File: src/rtl/mbs_pkg.sv
package mbs_pkg;

    typedef enum logic [2:0] {
        ST_IDLE = 3'd0,
        ST_T1   = 3'd1,
        ST_T2   = 3'd2,
        ST_TW   = 3'd3,
        ST_T3   = 3'd4,
        ST_T4   = 3'd5,
        ST_HOLD = 3'd6
    } bus_state_e;

endpackage

File: src/rtl/mbs_fsm.sv
module mbs_fsm
    import mbs_pkg::*;
(
    input  logic       clk,
    input  logic       rst_n,
    input  logic       req_valid,
    input  logic       ready,
    input  logic       hold,
    output bus_state_e state,
    output logic       accept
);

    bus_state_e nxt;

    assign accept = (state == ST_IDLE) && req_valid && !hold;

    always_ff @(posedge clk or negedge rst_n) begin
        if (!rst_n) begin
            state <= ST_IDLE;
        end else begin
            state <= nxt;
        end
    end

    always_comb begin
        nxt = state;
        unique case (state)
            ST_IDLE: begin
                if (hold) begin
                    nxt = ST_HOLD;
                end else if (req_valid) begin
                    nxt = ST_T1;
                end
            end
            ST_T1:   nxt = ST_T2;
            ST_T2:   nxt = ready ? ST_T3 : ST_TW;
            ST_TW:   nxt = ready ? ST_T3 : ST_TW;
            ST_T3:   nxt = ST_T4;
            ST_T4:   nxt = hold ? ST_HOLD : ST_IDLE;
            ST_HOLD: nxt = hold ? ST_HOLD : ST_IDLE;
            default: nxt = ST_IDLE;
        endcase
    end

endmodule

File: src/rtl/mbs_latch.sv
module mbs_latch
    import mbs_pkg::*;
#(
    parameter int ADDR_W = 20,
    parameter int DATA_W = 16,
    parameter int SEG_W  = 2
) (
    input  logic              clk,
    input  logic              rst_n,
    input  bus_state_e        state,
    input  logic              accept,
    input  logic [ADDR_W-1:0] req_addr,
    input  logic              req_write,
    input  logic              req_io,
    input  logic [DATA_W-1:0] req_wdata,
    input  logic              req_bhe,
    input  logic              req_ie,
    input  logic [SEG_W-1:0]  req_seg,
    input  logic [DATA_W-1:0] ad_in,
    output logic [ADDR_W-1:0] l_addr,
    output logic              l_write,
    output logic              l_io,
    output logic [DATA_W-1:0] l_wdata,
    output logic              l_bhe,
    output logic              l_ie,
    output logic [SEG_W-1:0]  l_seg,
    output logic [DATA_W-1:0] rdata,
    output logic              rdata_valid,
    output logic              done
);

    always_ff @(posedge clk or negedge rst_n) begin
        if (!rst_n) begin
            l_addr  <= '0;
            l_write <= 1'b0;
            l_io    <= 1'b0;
            l_wdata <= '0;
            l_bhe   <= 1'b0;
            l_ie    <= 1'b0;
            l_seg   <= '0;
        end else if (accept) begin
            l_addr  <= req_addr;
            l_write <= req_write;
            l_io    <= req_io;
            l_wdata <= req_wdata;
            l_bhe   <= req_bhe;
            l_ie    <= req_ie;
            l_seg   <= req_seg;
        end
    end

    always_ff @(posedge clk or negedge rst_n) begin
        if (!rst_n) begin
            rdata       <= '0;
            rdata_valid <= 1'b0;
            done        <= 1'b0;
        end else begin
            if (state == ST_T3 && !l_write) begin
                rdata <= ad_in;
            end
            rdata_valid <= (state == ST_T3) && !l_write;
            done        <= (state == ST_T3);
        end
    end

endmodule

File: src/rtl/mbs_drive.sv
module mbs_drive
    import mbs_pkg::*;
#(
    parameter int ADDR_W = 20,
    parameter int DATA_W = 16,
    parameter int SEG_W  = 2
) (
    input  bus_state_e              state,
    input  logic [ADDR_W-1:0]       l_addr,
    input  logic                    l_write,
    input  logic                    l_io,
    input  logic [DATA_W-1:0]       l_wdata,
    input  logic                    l_bhe,
    input  logic                    l_ie,
    input  logic [SEG_W-1:0]        l_seg,
    output logic [DATA_W-1:0]       ad_out,
    output logic                    ad_oe,
    output logic [ADDR_W-DATA_W-1:0] a_hi_out,
    output logic                    ale,
    output logic                    rd_n,
    output logic                    wr_n,
    output logic                    den,
    output logic                    dtr,
    output logic                    io_sel,
    output logic                    bhe_n,
    output logic                    bus_oe,
    output logic                    hlda
);

    localparam int HI_W  = ADDR_W - DATA_W;
    localparam int PAD_W = HI_W - SEG_W - 1;

    logic [HI_W-1:0] status;
    logic            in_cycle;
    logic            strobe;

    assign status = {{PAD_W{1'b0}}, l_ie, l_seg};

    always_comb begin
        in_cycle = 1'b0;
        strobe   = 1'b0;
        ale      = 1'b0;
        hlda     = 1'b0;
        bus_oe   = 1'b1;
        ad_out   = l_wdata;
        a_hi_out = '0;
        unique case (state)
            ST_T1: begin
                in_cycle = 1'b1;
                ale      = 1'b1;
                ad_out   = l_addr[DATA_W-1:0];
                a_hi_out = l_addr[ADDR_W-1:DATA_W];
            end
            ST_T2, ST_TW, ST_T3: begin
                in_cycle = 1'b1;
                strobe   = 1'b1;
                a_hi_out = status;
            end
            ST_T4: begin
                in_cycle = 1'b1;
                a_hi_out = status;
            end
            ST_HOLD: begin
                hlda   = 1'b1;
                bus_oe = 1'b0;
            end
            default: begin
                in_cycle = 1'b0;
            end
        endcase
        ad_oe  = ale || (l_write && in_cycle);
        rd_n   = !(strobe && !l_write);
        wr_n   = !(strobe && l_write);
        den    = strobe;
        dtr    = in_cycle && l_write;
        io_sel = in_cycle && l_io;
        bhe_n  = !(in_cycle && l_bhe);
    end

endmodule

File: src/rtl/mux_bus_sequencer.sv
module mux_bus_sequencer
    import mbs_pkg::*;
#(
    parameter int ADDR_W = 20,
    parameter int DATA_W = 16,
    parameter int SEG_W  = 2
) (
    input  logic                     clk,
    input  logic                     rst_n,
    input  logic                     req_valid,
    input  logic [ADDR_W-1:0]        req_addr,
    input  logic                     req_write,
    input  logic                     req_io,
    input  logic [DATA_W-1:0]        req_wdata,
    input  logic                     req_bhe,
    input  logic                     req_ie,
    input  logic [SEG_W-1:0]         req_seg,
    output logic [DATA_W-1:0]        rdata,
    output logic                     rdata_valid,
    output logic                     done,
    output logic [DATA_W-1:0]        ad_out,
    input  logic [DATA_W-1:0]        ad_in,
    output logic                     ad_oe,
    output logic [ADDR_W-DATA_W-1:0] a_hi_out,
    output logic                     ale,
    output logic                     rd_n,
    output logic                     wr_n,
    output logic                     den,
    output logic                     dtr,
    output logic                     io_sel,
    output logic                     bhe_n,
    output logic                     bus_oe,
    input  logic                     ready,
    input  logic                     hold,
    output logic                     hlda
);

    bus_state_e        state;
    logic              accept;
    logic [ADDR_W-1:0] l_addr;
    logic              l_write;
    logic              l_io;
    logic [DATA_W-1:0] l_wdata;
    logic              l_bhe;
    logic              l_ie;
    logic [SEG_W-1:0]  l_seg;

    mbs_fsm u_fsm (
        .clk       (clk),
        .rst_n     (rst_n),
        .req_valid (req_valid),
        .ready     (ready),
        .hold      (hold),
        .state     (state),
        .accept    (accept)
    );

    mbs_latch #(.ADDR_W(ADDR_W), .DATA_W(DATA_W), .SEG_W(SEG_W)) u_latch (
        .clk         (clk),
        .rst_n       (rst_n),
        .state       (state),
        .accept      (accept),
        .req_addr    (req_addr),
        .req_write   (req_write),
        .req_io      (req_io),
        .req_wdata   (req_wdata),
        .req_bhe     (req_bhe),
        .req_ie      (req_ie),
        .req_seg     (req_seg),
        .ad_in       (ad_in),
        .l_addr      (l_addr),
        .l_write     (l_write),
        .l_io        (l_io),
        .l_wdata     (l_wdata),
        .l_bhe       (l_bhe),
        .l_ie        (l_ie),
        .l_seg       (l_seg),
        .rdata       (rdata),
        .rdata_valid (rdata_valid),
        .done        (done)
    );

    mbs_drive #(.ADDR_W(ADDR_W), .DATA_W(DATA_W), .SEG_W(SEG_W)) u_drive (
        .state    (state),
        .l_addr   (l_addr),
        .l_write  (l_write),
        .l_io     (l_io),
        .l_wdata  (l_wdata),
        .l_bhe    (l_bhe),
        .l_ie     (l_ie),
        .l_seg    (l_seg),
        .ad_out   (ad_out),
        .ad_oe    (ad_oe),
        .a_hi_out (a_hi_out),
        .ale      (ale),
        .rd_n     (rd_n),
        .wr_n     (wr_n),
        .den      (den),
        .dtr      (dtr),
        .io_sel   (io_sel),
        .bhe_n    (bhe_n),
        .bus_oe   (bus_oe),
        .hlda     (hlda)
    );

endmodule

File: config.mk
export PLATFORM = sky130hd
export DESIGN_NAME = mux_bus_sequencer
export DESIGN_NICKNAME = d
export VERILOG_FILES = /design/src/rtl/mbs_pkg.sv /design/src/rtl/mbs_fsm.sv /design/src/rtl/mbs_latch.sv /design/src/rtl/mbs_drive.sv /design/src/rtl/mux_bus_sequencer.sv
export SDC_FILE = /design/constraint.sdc
export NUM_CORES = 1
export LEC_CHECK = 0
export CAP_MARGIN = 20
export CORE_UTILIZATION = 47
export CTS_CLUSTER_SIZE = 28
export DETAILED_ROUTE_END_ITERATION = 8
export GPL_ROUTABILITY_DRIVEN = 0
export PLACE_DENSITY_LB_ADDON = 0.2
export SLEW_MARGIN = 20
export SYNTH_ARGS = -nofsm -noshare
export SYNTH_HDL_FRONTEND = slang
export SYNTH_SLANG_ARGS = --single-unit
File: constraint.sdc
create_clock -name clk -period 4.6 [get_ports clk]
set_clock_uncertainty 0.2 [all_clocks]
set_input_delay 0.92 -clock clk [delete_from_list [all_inputs] [get_ports clk]]
set_output_delay 0.92 -clock clk [all_outputs]
set_load 0.05 [all_outputs]
==> flow_results.org <==
** Worst hold path
- Cell count of the worst hold path :: 1
- Hold wc startpoint :: u_latch.l_wdata[15]
- Terminating pin of the worst hold path :: u_latch.l_wdata[15]
- The min-delay analysis places its worst path in the category flop to flop.

** Worst setup path
- Classification of the worst setup path :: flop to output pin
- Data arrival time of the critical path :: 2.85 ns
- Worst R2R End :: u_latch.l_addr[10]
- The worst register-to-register path begins at u_fsm.state[1].
- Counting buffers and inverters, the worst setup path is 5 cells deep.
- The kind of cell with the highest combined delay along the critical path is buffers and inverters.
- Traced cell by cell, the critical path runs through nor3b_4 > buf_4 > nand2b_1 > and2_1 > clkdlybuf4s50_1.
- Category of the worst setup path launch point :: flop
- The number of buffers and inverters on the critical path is 2.
- In this design, the stage delay of the slowest critical-path cell is 0.80 ns.
- Worst reg-to-reg path cell count :: 4
- Cell at the slowest stage of the critical path :: sky130_fd_sc_hd__clkdlybuf4s50_1
- Worst path required time :: approximately 3.5 ns
- Crit path max fanout :: 14
- Across all register-to-register paths, the minimum setup slack is ~2.6 ns.
- STA classifies the critical path endpoint as an output pin.

** Global routing
- Pin count of the biggest net entering global routing :: 43
- The number of antenna violations at the first check in global routing is 0.
- Global routing used 21.15% of the available tracks.
- Overflow left after global routing :: 0
- The first global-routing pass estimated a little under 10000 um of wire.
- The via count of the first global-routing pass is 2021.

** Floorplanning
- Area of the core :: 5608 um2
- Width of the die :: 78.90 um
- The initial utilization of the core area, before any placement, comes to between 40% and 50%.
- The floorplan has 27 rows.
- The die is 78.90 um tall.
- I/O pin count :: 111
- The die covers between 6000 and 7000 um2.

** Synth
- Of the post-synthesis cell area, the dominant cell type holds between 50% and 60%.
- The mapped netlist covers approximately 2800 um2.
- Sequential fraction of the synthesis area :: 56.73%
- Of all cell types, the one taking the most synthesized area is sky130_fd_sc_hd__dfrtp_1.
- The number of nets handed over by synthesis was 252.
- Counting every instance in the synthesized netlist gives roughly 190.
- Yosys printed 0 warnings.
- The netlist uses 27 different library cells.
- Counting flops and latches in the post-synthesis netlist gives 63.
- Synth area leaders :: sky130_fd_sc_hd__dfrtp_1, sky130_fd_sc_hd__mux2_2, sky130_fd_sc_hd__mux2_4
- The average instance in the mapped netlist occupies 14.78 um2.

** Status
- The flow ran to the end, and the final reports show no timing, DRC or antenna violations.

** Timing
- Number of endpoints failing setup at the final stage :: 0
- Slew at the pin closest to its max-slew limit :: 0.7446 ns
- Hold is met by around 0.30 ns.
- For the finished layout, the period the worst path requires is 3.969 ns.
- Achievable frequency :: 251.9 MHz
- The number of slew-limit violations in the final report was 0.
- Remaining max-slew budget at the tightest pin :: 50.36%
- The worst path uses 86.29% of the clock period.
- Setup repair after global routing missed its margin :: no
- The number of hold-slack violations in the final timing report is 0.
- Summed over all failing endpoints, the final setup total negative slack is 0 ns.

** Clock tree
- Clock slew at reported path FFs :: 0.06 ns
- H-tree depth :: 3
- Root cell of the clock tree :: sky130_fd_sc_hd__clkbuf_8
- Counting along the longest clock path gives a buffer depth of 2.
- CTS sink cnt :: 63
- At the later pin of the worst-skew pair, clock insertion delay measures ~0.33 ns.
- In this run, CTS created clock tree buffers numbering 9.
- Gates resized, CTS repair :: 0
- After clock tree synthesis, the setup repair step added 0 buffers.
- Post-CTS Hold Fix Bufs :: 0
- TritonCTS built the clock tree.

** Cells and area
- 0 antenna diodes ended up in the layout.
- P&R area growth vs syn :: 50.20%
- End-of-flow core utilization :: around three quarters
- Of the cells placed in the final design, the portion with a size suffix greater than 1 is a little under a third.
- Post-layout nets :: 367

** Routing
- Remaining routing DRC violations :: 0
- First-iteration detailed-routing DRC count :: 83
- Number of vias per cell :: roughly 5
- 1st-pass router iterations :: 4
- Total routed wire length on the met1 layer :: about 2600 um
- Via count of the routed design :: 1907
- Top routing layer used :: met4
- Sum of met2 wire segment lengths after detailed routing :: about 3100 um
- Antenna Nets Post-Route :: 0
- Routed Wire Length :: 6115 um
- Wire segments on met3 add up to around 410 um in the final route.
- Mean routed wirelength per cell :: 16.09 um

** Job
- Max Cap Violations :: 0

** Pwr
- The worst-case IR drop observed on VDD is ~0.57 mV.
- Lkg Pwr :: between 0.0015 and 0.002 uW
- For this design the ratio of total power to cell area is 891.2 nW/um2.
- Power consumption :: 3720 uW

** Placement
- After legalization and detailed placement, the total HPWL measured between 4000 and 5000 um.
- Port buffering added 110 buffers.
cell type report:
cell class	count	area, um2
clock buffers	13	158.9
clock inverters	3	65.06
fillers	415	1434
inverters	4	15.01
multi-input cells	111	1130
flip-flops and latches	63	1577
well taps	72	90.09
repair buffers	114	1139
per-stage QoR:
step	instance area [um2]	setup WS, ns	cells
floorplan	2779	1.795	188
global placement	3930	1.036	363
detailed placement	3930	0.9661	363
CTS	4154	0.5770	379
global route	4174	0.4080	380
finish	4174	0.6308	380
cells by family after synthesis:
group	Yosys count	synth area share [%]
mux	74	31.20
simple gates	23	5.223
buf+inv	14	3.016
fa+ha+maj	1	0.4502
compound gates	13	3.377
flops	63	56.73
routing by layer:
| layer | global-route usage [%] | vias to the layer above |
|---|---|---|
| met3 | 8.736 | 10 |
| met1 | 25.19 | 932 |
| met2 | 34.87 | 69 |
| li1 | - | 896 |
| met4 | 6.727 | 0 |
| met5 | 0 | - |
registers in the layout (all words and copies together) (netlist names):
name                 flops
u_latch.l_addr          20
u_latch.l_wdata         16
u_latch.rdata           16
u_fsm.state              3
u_latch.l_seg            2
u_latch.done             1
u_latch.l_bhe            1
u_latch.l_ie             1
u_latch.l_io             1
u_latch.l_write          1
u_latch.rdata_valid      1
cell usage after synthesis:
cell type	n
sky130_fd_sc_hd__o32ai_1	1
sky130_fd_sc_hd__a31oi_1	3
sky130_fd_sc_hd__or4_1	1
sky130_fd_sc_hd__dfrtp_1	63
sky130_fd_sc_hd__nor3b_2	1
sky130_fd_sc_hd__mux2_4	9
sky130_fd_sc_hd__nor2_1	2
sky130_fd_sc_hd__nor2_2	1
sky130_fd_sc_hd__nor3_1	1
sky130_fd_sc_hd__buf_4	1
sky130_fd_sc_hd__nand3_1	2
sky130_fd_sc_hd__mux2_2	65
sky130_fd_sc_hd__buf_2	7
sky130_fd_sc_hd__inv_1	4
sky130_fd_sc_hd__a21oi_1	1
sky130_fd_sc_hd__nand2_1	5
sky130_fd_sc_hd__nand2b_1	3
sky130_fd_sc_hd__nor2b_1	3
sky130_fd_sc_hd__buf_6	1
sky130_fd_sc_hd__o211ai_1	1
sky130_fd_sc_hd__a22o_1	3
sky130_fd_sc_hd__ha_1	1
sky130_fd_sc_hd__and2_1	3
sky130_fd_sc_hd__a21o_1	3
sky130_fd_sc_hd__buf_8	1
sky130_fd_sc_hd__nor4_4	1
sky130_fd_sc_hd__o21ai_0	1
power breakdown:
group / internal [uW] / switching (uW) / total (uW)
logic: 901 / 1270 / 2170
registers: 835 / 174 / 1010
clock network: 335 / 203 / 538
total: 2070 / 1650 / 3720
cells in the final DEF (no fill, tap or decap):
cell / synthesis / final
sky130_fd_sc_hd__a21o_1: 3 / 3
sky130_fd_sc_hd__nor2_2: 1 / 1
sky130_fd_sc_hd__buf_12: 0 / 1
sky130_fd_sc_hd__clkbuf_1: 0 / 2
sky130_fd_sc_hd__bufinv_16: 0 / 2
sky130_fd_sc_hd__or4_1: 1 / 1
sky130_fd_sc_hd__nor3b_4: 0 / 1
sky130_fd_sc_hd__o32ai_1: 1 / 1
sky130_fd_sc_hd__clkbuf_8: 0 / 11
sky130_fd_sc_hd__nor3_1: 1 / 1
sky130_fd_sc_hd__and2_1: 3 / 3
sky130_fd_sc_hd__o21ai_0: 1 / 1
sky130_fd_sc_hd__ha_1: 1 / 1
sky130_fd_sc_hd__buf_4: 1 / 3
sky130_fd_sc_hd__nor4_4: 1 / 1
sky130_fd_sc_hd__inv_1: 4 / 4
sky130_fd_sc_hd__a31oi_1: 3 / 3
sky130_fd_sc_hd__nor2b_1: 3 / 3
sky130_fd_sc_hd__nand3_1: 2 / 1
sky130_fd_sc_hd__o211ai_1: 1 / 1
sky130_fd_sc_hd__clkinv_2: 0 / 1
sky130_fd_sc_hd__mux2_2: 65 / 65
sky130_fd_sc_hd__a21oi_1: 1 / 1
sky130_fd_sc_hd__nand2_1: 5 / 5
sky130_fd_sc_hd__nand3_2: 0 / 1
sky130_fd_sc_hd__dfrtp_1: 63 / 63
sky130_fd_sc_hd__a22o_1: 3 / 3
sky130_fd_sc_hd__clkdlybuf4s50_1: 0 / 109
sky130_fd_sc_hd__nor2_1: 2 / 2
sky130_fd_sc_hd__mux2_4: 9 / 9
sky130_fd_sc_hd__buf_2: 7 / 1
sky130_fd_sc_hd__nand2b_1: 3 / 3
worst max-delay path by stage:
stage,from,to,slack (ns)
2_1_floorplan,u_fsm.state[1],ad_out[11],1.80
3_3_place_gp,u_fsm.state[0],dtr,1.04
3_5_place_dp,u_fsm.state[0],dtr,0.97
4_1_cts,u_fsm.state[0],dtr,0.58
5_1_grt,u_fsm.state[0],dtr,0.41
6_report,u_fsm.state[0],dtr,0.63
(Power assumes the default switching activity.)
